### src/rtl/dwalk_pkg.sv
package dwalk_pkg;

  localparam int WORD_W = 32;
  localparam int HALF_W = 16;

  // status half-word codes
  localparam logic [HALF_W-1:0] ST_OWN_MASK = 16'h3000;
  localparam logic [HALF_W-1:0] ST_DONE     = 16'h4000;
  localparam logic [HALF_W-1:0] ST_EOC      = 16'h0800;
  localparam logic [HALF_W-1:0] ST_ERR      = 16'h0400;

  typedef enum logic [3:0] {
    S_IDLE, S_HDR0, S_HDR1, S_STAT, S_CNT, S_ADRRD, S_ADRCAP, S_XFER, S_WB
  } walk_state_t;

  typedef enum logic [1:0] {A_FPTR, A_STAT, A_CNT, A_ADR} addr_kind_t;

  // descriptor handed to the engine only when both ownership bits are set
  function automatic logic owned_by_engine(input logic [HALF_W-1:0] st);
    return (st & ST_OWN_MASK) == ST_OWN_MASK;
  endfunction

  // word offset of a fragment entry word (second=0: count, second=1: address)
  function automatic int unsigned pair_offset(input int unsigned idx, input logic second);
    return 32'd2 + 32'd2 * idx + {31'd0, second};
  endfunction

  function automatic logic [WORD_W-2:0] frag_len(input logic [WORD_W-1:0] c);
    return c[WORD_W-2:0];
  endfunction

  function automatic logic frag_last(input logic [WORD_W-1:0] c);
    return c[WORD_W-1];
  endfunction

  // write-back word for offset 1 of a retired descriptor
  function automatic logic [WORD_W-1:0] retire_word(input logic [HALF_W-1:0] st,
                                                    input logic [HALF_W-1:0] sz,
                                                    input logic err,
                                                    input logic eoc);
    logic [HALF_W-1:0] ns;
    ns = (st & ~ST_OWN_MASK) | ST_DONE;
    if (err) ns = ns | ST_ERR;
    if (eoc) ns = ns | ST_EOC;
    return {sz, ns};
  endfunction

endpackage

### src/rtl/dwalk_addr.sv
module dwalk_addr
  import dwalk_pkg::*;
#(
  parameter int AW = 16,
  parameter int IW = 4
) (
  input  logic [AW-1:0] base,
  input  addr_kind_t    kind,
  input  logic [IW-1:0] idx,
  output logic [AW-1:0] addr
);

  logic [AW-1:0] cnt_off;
  logic [AW-1:0] adr_off;

  assign cnt_off = AW'(pair_offset(32'(idx), 1'b0));
  assign adr_off = AW'(pair_offset(32'(idx), 1'b1));

  always_comb begin
    case (kind)
      A_FPTR:  addr = base;
      A_STAT:  addr = base + AW'(1);
      A_CNT:   addr = base + cnt_off;
      A_ADR:   addr = base + adr_off;
      default: addr = base;
    endcase
  end

endmodule

### src/rtl/dwalk_frag.sv
module dwalk_frag
  import dwalk_pkg::*;
#(
  parameter int MAX_FRAGS = 10,
  parameter int IW        = 4
) (
  input  logic              clk,
  input  logic              rst_n,
  input  logic              clr,
  input  logic              adv,
  input  logic              one_frag,
  input  logic [WORD_W-1:0] cnt_word,
  output logic [IW-1:0]     idx,
  output logic              ends_frame,
  output logic              cap_hit
);

  localparam logic [IW-1:0] LAST_IDX = IW'(MAX_FRAGS - 1);

  always_ff @(posedge clk or negedge rst_n) begin
    if (!rst_n)   idx <= '0;
    else if (clr) idx <= '0;
    else if (adv) idx <= idx + IW'(1);
  end

  // single-fragment mode closes the frame on entry 0
  assign ends_frame = frag_last(cnt_word) | one_frag;
  assign cap_hit    = (idx == LAST_IDX);

endmodule

### src/rtl/dwalk_retire.sv
module dwalk_retire
  import dwalk_pkg::*;
(
  input  logic [HALF_W-1:0] stat,
  input  logic [HALF_W-1:0] size,
  input  logic              err,
  input  logic              eoc,
  output logic [WORD_W-1:0] wdata
);

  assign wdata = retire_word(stat, size, err, eoc);

endmodule

### src/rtl/dwalk_ctrl.sv
module dwalk_ctrl
  import dwalk_pkg::*;
#(
  parameter int AW = 16
) (
  input  logic              clk,
  input  logic              rst_n,
  input  logic              go,
  input  logic              stop,
  input  logic [AW-1:0]     head_addr,
  input  logic [WORD_W-1:0] mem_rdata,
  input  logic              xfer_done,
  input  logic              ends_frame,
  input  logic              cap_hit,
  output walk_state_t       state,
  output addr_kind_t        kind,
  output logic [AW-1:0]     cur,
  output logic              frag_clr,
  output logic              frag_adv,
  output logic              chain_end,
  output logic [HALF_W-1:0] stat,
  output logic [HALF_W-1:0] size,
  output logic              err,
  output logic [WORD_W-1:0] cnt,
  output logic [WORD_W-1:0] fadr,
  output logic              mem_rd_en,
  output logic              mem_wr_en,
  output logic              xfer_req,
  output logic              busy,
  output logic              evt_start,
  output logic              evt_stop,
  output logic              evt_eoc
);

  logic [WORD_W-1:0] fptr;
  logic              stop_pend;
  logic              xfer_fin;

  assign busy      = (state != S_IDLE);
  assign mem_rd_en = (state == S_HDR0) || (state == S_HDR1) ||
                     (state == S_CNT)  || (state == S_ADRRD);
  assign mem_wr_en = (state == S_WB);
  assign xfer_req  = (state == S_XFER);
  assign xfer_fin  = xfer_req && xfer_done;
  assign chain_end = (fptr == '0);
  assign frag_clr  = (state == S_STAT);
  assign frag_adv  = xfer_fin && !ends_frame && !cap_hit;

  always_comb begin
    case (state)
      S_HDR0:  kind = A_FPTR;
      S_HDR1:  kind = A_STAT;
      S_CNT:   kind = A_CNT;
      S_ADRRD: kind = A_ADR;
      S_WB:    kind = A_STAT;
      default: kind = A_FPTR;
    endcase
  end

  always_ff @(posedge clk or negedge rst_n) begin
    if (!rst_n) begin
      state     <= S_IDLE;
      cur       <= '0;
      fptr      <= '0;
      stat      <= '0;
      size      <= '0;
      err       <= 1'b0;
      cnt       <= '0;
      fadr      <= '0;
      stop_pend <= 1'b0;
      evt_start <= 1'b0;
      evt_stop  <= 1'b0;
      evt_eoc   <= 1'b0;
    end else begin
      evt_start <= 1'b0;
      evt_stop  <= 1'b0;
      evt_eoc   <= 1'b0;
      if (stop && state != S_IDLE) stop_pend <= 1'b1;
      case (state)
        S_IDLE: begin
          if (go) begin
            cur       <= head_addr;
            stop_pend <= 1'b0;
            evt_start <= 1'b1;
            state     <= S_HDR0;
          end
        end
        S_HDR0: state <= S_HDR1;
        S_HDR1: begin
          fptr  <= mem_rdata;
          state <= S_STAT;
        end
        S_STAT: begin
          stat <= mem_rdata[HALF_W-1:0];
          size <= mem_rdata[WORD_W-1:HALF_W];
          err  <= 1'b0;
          if (owned_by_engine(mem_rdata[HALF_W-1:0])) begin
            state <= S_CNT;
          end else begin
            evt_eoc <= 1'b1;
            state   <= S_IDLE;
          end
        end
        S_CNT: state <= S_ADRRD;
        S_ADRRD: begin
          cnt   <= mem_rdata;
          state <= S_ADRCAP;
        end
        S_ADRCAP: begin
          fadr  <= mem_rdata;
          state <= S_XFER;
        end
        S_XFER: begin
          if (xfer_done) begin
            if (ends_frame) begin
              state <= S_WB;
            end else if (cap_hit) begin
              err   <= 1'b1;
              state <= S_WB;
            end else begin
              state <= S_CNT;
            end
          end
        end
        S_WB: begin
          if (chain_end) begin
            evt_eoc <= 1'b1;
            state   <= S_IDLE;
          end else if (stop_pend || stop) begin
            evt_stop <= 1'b1;
            state    <= S_IDLE;
          end else begin
            cur   <= fptr[AW-1:0];
            state <= S_HDR0;
          end
        end
        default: state <= S_IDLE;
      endcase
    end
  end

endmodule

### src/rtl/dwalk_chain.sv
module dwalk_chain
  import dwalk_pkg::*;
#(
  parameter int AW        = 16,
  parameter int MAX_FRAGS = 10
) (
  input  logic              clk,
  input  logic              rst_n,
  input  logic              go,
  input  logic              stop,
  input  logic [AW-1:0]     head_addr,
  input  logic              one_frag,
  output logic              mem_rd_en,
  output logic              mem_wr_en,
  output logic [AW-1:0]     mem_addr,
  output logic [31:0]       mem_wdata,
  input  logic [31:0]       mem_rdata,
  output logic              xfer_req,
  output logic [31:0]       xfer_addr,
  output logic [30:0]       xfer_len,
  output logic              xfer_last,
  input  logic              xfer_done,
  output logic              busy,
  output logic              evt_start,
  output logic              evt_stop,
  output logic              evt_eoc
);

  localparam int IW = (MAX_FRAGS > 1) ? $clog2(MAX_FRAGS) : 1;

  walk_state_t       state;
  addr_kind_t        kind;
  logic [AW-1:0]     cur;
  logic              frag_clr;
  logic              frag_adv;
  logic              chain_end;
  logic [HALF_W-1:0] stat;
  logic [HALF_W-1:0] size;
  logic              err;
  logic [WORD_W-1:0] cnt;
  logic [WORD_W-1:0] fadr;
  logic [IW-1:0]     frag_idx;
  logic              ends_frame;
  logic              cap_hit;

  dwalk_ctrl #(.AW(AW)) u_ctrl (
    .clk        (clk),
    .rst_n      (rst_n),
    .go         (go),
    .stop       (stop),
    .head_addr  (head_addr),
    .mem_rdata  (mem_rdata),
    .xfer_done  (xfer_done),
    .ends_frame (ends_frame),
    .cap_hit    (cap_hit),
    .state      (state),
    .kind       (kind),
    .cur        (cur),
    .frag_clr   (frag_clr),
    .frag_adv   (frag_adv),
    .chain_end  (chain_end),
    .stat       (stat),
    .size       (size),
    .err        (err),
    .cnt        (cnt),
    .fadr       (fadr),
    .mem_rd_en  (mem_rd_en),
    .mem_wr_en  (mem_wr_en),
    .xfer_req   (xfer_req),
    .busy       (busy),
    .evt_start  (evt_start),
    .evt_stop   (evt_stop),
    .evt_eoc    (evt_eoc)
  );

  dwalk_frag #(.MAX_FRAGS(MAX_FRAGS), .IW(IW)) u_frag (
    .clk        (clk),
    .rst_n      (rst_n),
    .clr        (frag_clr),
    .adv        (frag_adv),
    .one_frag   (one_frag),
    .cnt_word   (cnt),
    .idx        (frag_idx),
    .ends_frame (ends_frame),
    .cap_hit    (cap_hit)
  );

  dwalk_addr #(.AW(AW), .IW(IW)) u_addr (
    .base (cur),
    .kind (kind),
    .idx  (frag_idx),
    .addr (mem_addr)
  );

  dwalk_retire u_retire (
    .stat  (stat),
    .size  (size),
    .err   (err),
    .eoc   (chain_end),
    .wdata (mem_wdata)
  );

  assign xfer_addr = fadr;
  assign xfer_len  = frag_len(cnt);
  assign xfer_last = ends_frame;

endmodule

### config.mk
export PLATFORM = sky130hd
export DESIGN_NAME = dwalk_chain
export DESIGN_NICKNAME = d
export VERILOG_FILES = /design/src/rtl/dwalk_pkg.sv /design/src/rtl/dwalk_addr.sv /design/src/rtl/dwalk_frag.sv /design/src/rtl/dwalk_retire.sv /design/src/rtl/dwalk_ctrl.sv /design/src/rtl/dwalk_chain.sv
export SDC_FILE = /design/constraint.sdc
export NUM_CORES = 1
export LEC_CHECK = 0
export BUFFER_PORTS_ARGS = -buffer_cell sky130_fd_sc_hd__buf_2
export CAP_MARGIN = 30
export CORE_UTILIZATION = 50
export CTS_CLUSTER_DIAMETER = 50
export CTS_CLUSTER_SIZE = 12
export DETAILED_ROUTE_END_ITERATION = 12
export PLACE_DENSITY = 0.75
export SYNTH_ARGS = -nofsm -noshare
export SYNTH_HDL_FRONTEND = slang
export SYNTH_SLANG_ARGS = --single-unit
### constraint.sdc
create_clock -name clk -period 4 [get_ports clk]
set_input_delay 0.8 -clock clk [delete_from_list [all_inputs] [get_ports clk]]
set_output_delay 0.8 -clock clk [all_outputs]
set_load 0.05 [all_outputs]
Word-level counts from Yosys, hierarchy flattened
Index checks and enable logic that the tools add are counted.
Storage, ports and cells
  logic and storage cells: 93
  input port bits: 54
  register bits after elaboration: 157
  output and inout port bits: 119
Cells by class
  equality and inequality tests: 19
  bitwise operators: 1
  $add $sub $neg: 6
  muxes and demuxes: 33
  reduce and logical (&&, ||, !) cells: 21
Operators by type and width (count)
  one-hot mux 16 bit (4 select lines): 1
  two-way mux 16 bit: 3
  one-hot mux 4 bit (9 select lines): 1
  adder 16 x 1 -> 16 bit (second input constant): 2
  adder 16 bit: 2
  zero test 32 bit: 1
  one-hot mux 16 bit (2 select lines): 1
  two-way mux 4 bit: 7
  equality test 4 x 3 -> 1 bit (second input constant): 4
  two-way mux 1 bit: 14
  two-way mux 12 bit: 1
  two-way mux 11 bit: 1
  != test 2 bit (second input constant): 5
  equality test 4 x 2 -> 1 bit (second input constant): 2
  equality test 4 bit (second input constant): 2
  AND reduction 4 bit: 2
  adder 2 x 5 -> 6 bit (first input constant): 1
  equality test 2 bit (second input constant): 3
  one-hot mux 2 bit (3 select lines): 1
  nonzero test 2 bit: 3
  adder 4 x 1 -> 4 bit (second input constant): 1
  equality test 4 x 1 -> 1 bit (second input constant): 1
  logical AND 1 bit: 4
  zero test 4 bit: 1
  other kinds (11): 16

Longest topological paths before layout
  depth after elaboration: 6
  gate-level depth with buffers: 9
  depth with buffers taken out: 9

Modules after synthesis
A second synthesis with hierarchy kept.
Second synthesis, totals
  cells, all modules: 555
  area, all modules: 7352.1 um2
Modules (own cells, without submodules)
  dwalk_ctrl: area an instance 6135.9 um2, seq. area each 3828.7 um2, cells each 395, times used 1
  dwalk_addr: area an instance 743.2 um2, seq. area each 0.0 um2, cells each 104, times used 1
  dwalk_retire: area an instance 245.2 um2, seq. area each 0.0 um2, cells each 34, times used 1
  dwalk_frag: area an instance 227.7 um2, seq. area each 100.1 um2, cells each 22, times used 1

Least setup slack after synthesis
No wires, ideal clock.
  path type: register to output
  start: register u_ctrl.state[0]
  end: output port mem_addr[4]
  data arrival time: 3.108 ns
  path slack: 0.092 ns
  path buffers: 1
  required time: 3.200 ns
  cell stages (with the launch flop): 6
  path through: dfrtp_1 or4b_1 inv_2 buf_4 nor2_2 o311ai_0
Between the ends
  cells in the longest elaborated chain, start to end: 5
  elaborated cells between the ends (all ways): 11
  classes of those cells: 7 x eq/ne; 2 x mux; 2 x reduce/logical
Ends and longest elaborated chain
  start: declaration: RTL line dwalk_ctrl.sv:15  | output walk_state_t state,
  start signal: assignment: RTL line dwalk_ctrl.sv:62  | state <= S_IDLE;
  start signal: assignment: RTL line dwalk_ctrl.sv:85  | state <= S_HDR0;
  start signal: assignment: RTL line dwalk_ctrl.sv:88  | S_HDR0: state <= S_HDR1;
  equality test 4 bit or equality test 4 x 2 -> 1 bit (tied branches): RTL line dwalk_ctrl.sv:50  | case (state)
  OR reduction 2 bit (no source line)
  one-hot mux 2 bit (3 select lines) *: RTL line dwalk_ctrl.sv:50
  equality test 2 bit (tied with other cells): RTL line dwalk_addr.sv:20  | case (kind)
  one-hot mux 16 bit (4 select lines) *: RTL line dwalk_addr.sv:20
  end: declaration: RTL line dwalk_chain.sv:15  | output logic [AW-1:0] mem_addr,
Mark *: on every way between the ends. The rest lies on a longest branch, timed or not.

Worst setup path in the final report
  start: register u_frag.idx[0]
  end: output port mem_addr[10]
Between the ends
  cells in the longest elaborated chain, start to end: 4
  elaborated cells between the ends (all ways): 5
  classes of those cells: 4 x add/sub; 1 x mux
Ends and longest elaborated chain
  start: declaration: RTL line dwalk_frag.sv:13  | output logic [IW-1:0] idx,
  start signal: assignment: RTL line dwalk_frag.sv:23  | else if (adv) idx <= idx + IW'(1);
  adder 2 x 5 -> 6 bit *: RTL line dwalk_pkg.sv:25  | return 32'd2 + 32'd2 * idx + {31'd0, second};
  adder 16 x 1 -> 16 bit: RTL line dwalk_pkg.sv:25
  adder 16 bit: RTL line dwalk_addr.sv:24  | A_ADR: addr = base + adr_off;
  one-hot mux 16 bit (4 select lines) *: RTL line dwalk_addr.sv:20
Marked as above.

==> qor.yml <==
status:
  status: "completed"
placed_design:
  place.port_buffers: 169
  dp_hpwl_um: 13200
  gp_congestion: 0.902
  place_area_um2: 8440
logic_synthesis:
  synth_seq_area_share_pct: 50.0
  synthTopCellsByCount: "nand2_1, dfrtp_1, mux2_2"
  yosysTopAreaCell: "dfrtp_1"
  ys_types: 68
  synth.yosys.warnings: 0
  synth_top_area_share_pct: 50.0
  avgSynthCellArea_um2: 9.70
  synth-async-reset-ratio_pct: 100
  yosys-top-cells-area: "dfrtp_1, nand2_1, mux2_2"
  yosysMostFrequentCell: "nand2_1"
  synth_ff_type: "dfrtp_1"
  syn_inst: 794
  netlist_area_um2: 7700
  synth_edf_count: 0
  synth_seq_cells: 154
critical_path:
  worstSetupStartpointType: "register"
  worst-path-buf-inv: 2
  arrival_ps: 3050
  end_kind: "primary output"
  slowest_delay_ps: 410
  cp_cell_sequence: "ha_1, and3_1, ha_4, a21oi_1, o211ai_1, buf_4, a22oi_1, o32ai_1, a22o_1, clkbuf_4"
  path_max_fanout: 11
  cp_slowest_cell: "dfrtp_1"
  path_class: "reg2out"
  path_delay_family: "compound AO/OA/AOI/OAI gates"
  cp.required_ps: 3200
sta:
  hold_violations: 0
  fin_tns_setup_ps: 0
  clock_skew_ps: 9.40
  fin_crit_ps: 3850
  timing.final.crit_share_pct: 96.4
  finalSetupViolCount: 0
  max_slew_margin_pct: 41.8
  worst_pin_slew_ps: 873
  max_freq_ghz: 0.259
  rsz0062_at_grt: "no"
  maxSlewViolCount: 0
layout:
  fin_area_um2: 9050
  antenna_cells: 0
  layout.nets: 980
  syn_to_final_growth_pct: 17.5
  drive_gt1_share_pct: 33.0
  fillers: 1287
die:
  start_util_pct: 50.9
  core_um2: 15100
  die-area_um2: 15900
  die_y_um: 126
  rows: 45
  die_w_um: 126
  pin_count: 173
clock_tree:
  cts_inserted_buffers: 17
  clk_pin_slew_worst_paths_ps: 60
  clock-sinks: 154
  worstSkewPairLatency_ps: 420
  ctsHtreeMaxLevel: 4
  cts_root_buf: "clkbuf_16"
  clockBufferDepth: 2
  cts_tree: "yes"
hold_path:
  worst_hold_path_type: "in2async"
route:
  drt_first_pass_iters: 5
  drt_wl_total_um: 18900
  drc: 0
  via_per_inst: 5.49
  ant_nets: 0
  routedWlPerCell_um: 16.9
  vias: 6124
  drt-initial-drc-count: 478
grt:
  first_global_vias: 5924
  grt_max_degree: 67
  grt_use_total_pct: 24.9
  antenna_found_initial: 0
  overflow: 0
  grt_pass1_wl_um: 31000
run:
  cap_violations: 0
cell type report:
| cell class | count | area [µm²] | area share [%] |
|---|---|---|---|
| well taps | 188 | 235 | 2.60 |
| inverters | 16 | 60.1 | 0.663 |
| repair buffers | 185 | 1020 | 11.3 |
| clock buffers | 17 | 425 | 4.70 |
| multi-input cells | 541 | 3340 | 36.9 |
| clock inverters | 15 | 118 | 1.30 |
| flip-flops and latches | 154 | 3850 | 42.6 |
per-layer routing:
metal  part of all wire [%]  GRT usage, %  vias to the layer above  wire, µm
li1                       -             -                     2878         -
met5                      0             0                        -         0
met2                     47          39.1                      204      8860
met3                    6.0          5.78                       35      1120
met1                     45          34.1                     3007      8500
met4                    2.0          8.29                        0       371
kinds of logic (layout without fill, tap and decap cells):
group | Yosys count | count (layout) | share of synthesized area, %
compound gates | 77 | 77 | 6.87
xor+xnor | 15 | 15 | 1.71
fa+ha+maj | 11 | 11 | 1.98
buf+inv | 100 | 233 | 7.41
flops | 154 | 154 | 50.0
mux | 78 | 78 | 11.4
other cells | 2 | 3 | 0.0975
simple gates | 357 | 357 | 20.5
registers in the layout, indices dropped and copies added, names as in the netlist:
| signal | count |
|---|---|
| u_ctrl.stop_pend | 1 |
| u_ctrl.fptr | 32 |
| u_ctrl.size | 16 |
| u_ctrl.err | 1 |
| u_ctrl.evt_eoc | 1 |
| u_ctrl.evt_start | 1 |
| u_ctrl.fadr | 32 |
| u_ctrl.cnt | 32 |
| u_ctrl.state | 4 |
| u_ctrl.evt_stop | 1 |
| u_frag.idx | 4 |
| u_ctrl.stat | 13 |
| u_ctrl.cur | 16 |
final timing paths:
| path | slack (ps) | cells past startpoint | endpoint | from |
|---|---|---|---|---|
| setup / recovery | 150 | 10 | mem_addr[10] | u_frag.idx[0]$_DFFE_PN0P_ |
| hold / removal | 340 | 1 | u_ctrl.fadr[24]$_DFFE_PN0P_ | rst_n |
| setup reg to reg | 980 | 6 | u_ctrl.cur[1]$_DFFE_PN0P_ | u_ctrl.state[3]$_DFFE_PN0P_ |
| hold reg to reg | 470 | 2 | u_ctrl.cnt[30]$_DFFE_PN0P_ | u_ctrl.cnt[30]$_DFFE_PN0P_ |
| max in group asynchronous | 2810 | 2 | u_frag.idx[0]$_DFFE_PN0P_ | rst_n |
| min in group clk | 470 | 2 | u_ctrl.cnt[30]$_DFFE_PN0P_ | u_ctrl.cnt[30]$_DFFE_PN0P_ |
cell usage in the layout (no fill, tap or decap), types with 11 or more instances in the layout:
cell	instances
inv_1	15
nor2_1	25
buf_2	165
mux2_2	68
nand2_1	255
a21oi_1	16
nand3_1	11
dfrtp_1	154
buf_4	13
nor3_1	12
clkbuf_16	17
metrics by stage:
stage          instances  utilization, %  worst slack, ps  hold slack [ps]
2_1_floorplan        795               -             91.6              446
3_3_place_gp        1079            55.5              439              454
3_5_place_dp        1080            55.7              386              458
4_1_cts             1115            59.5             15.4              342
5_1_grt             1116            59.8             27.0              372
6_report            1116            59.8              146              339
timing repair:
item | in CTS | in global routing
buffers inserted | 3 | 1
hold buffers | 0 | 0
resized for setup | 1 | 7
pin swaps | 2 | 2
setup endpoints to repair | 2 | 9
Power is left out: the tool's default activity adds up to more than one toggle a clock period on the data nets, which glitch-free logic cannot reach.
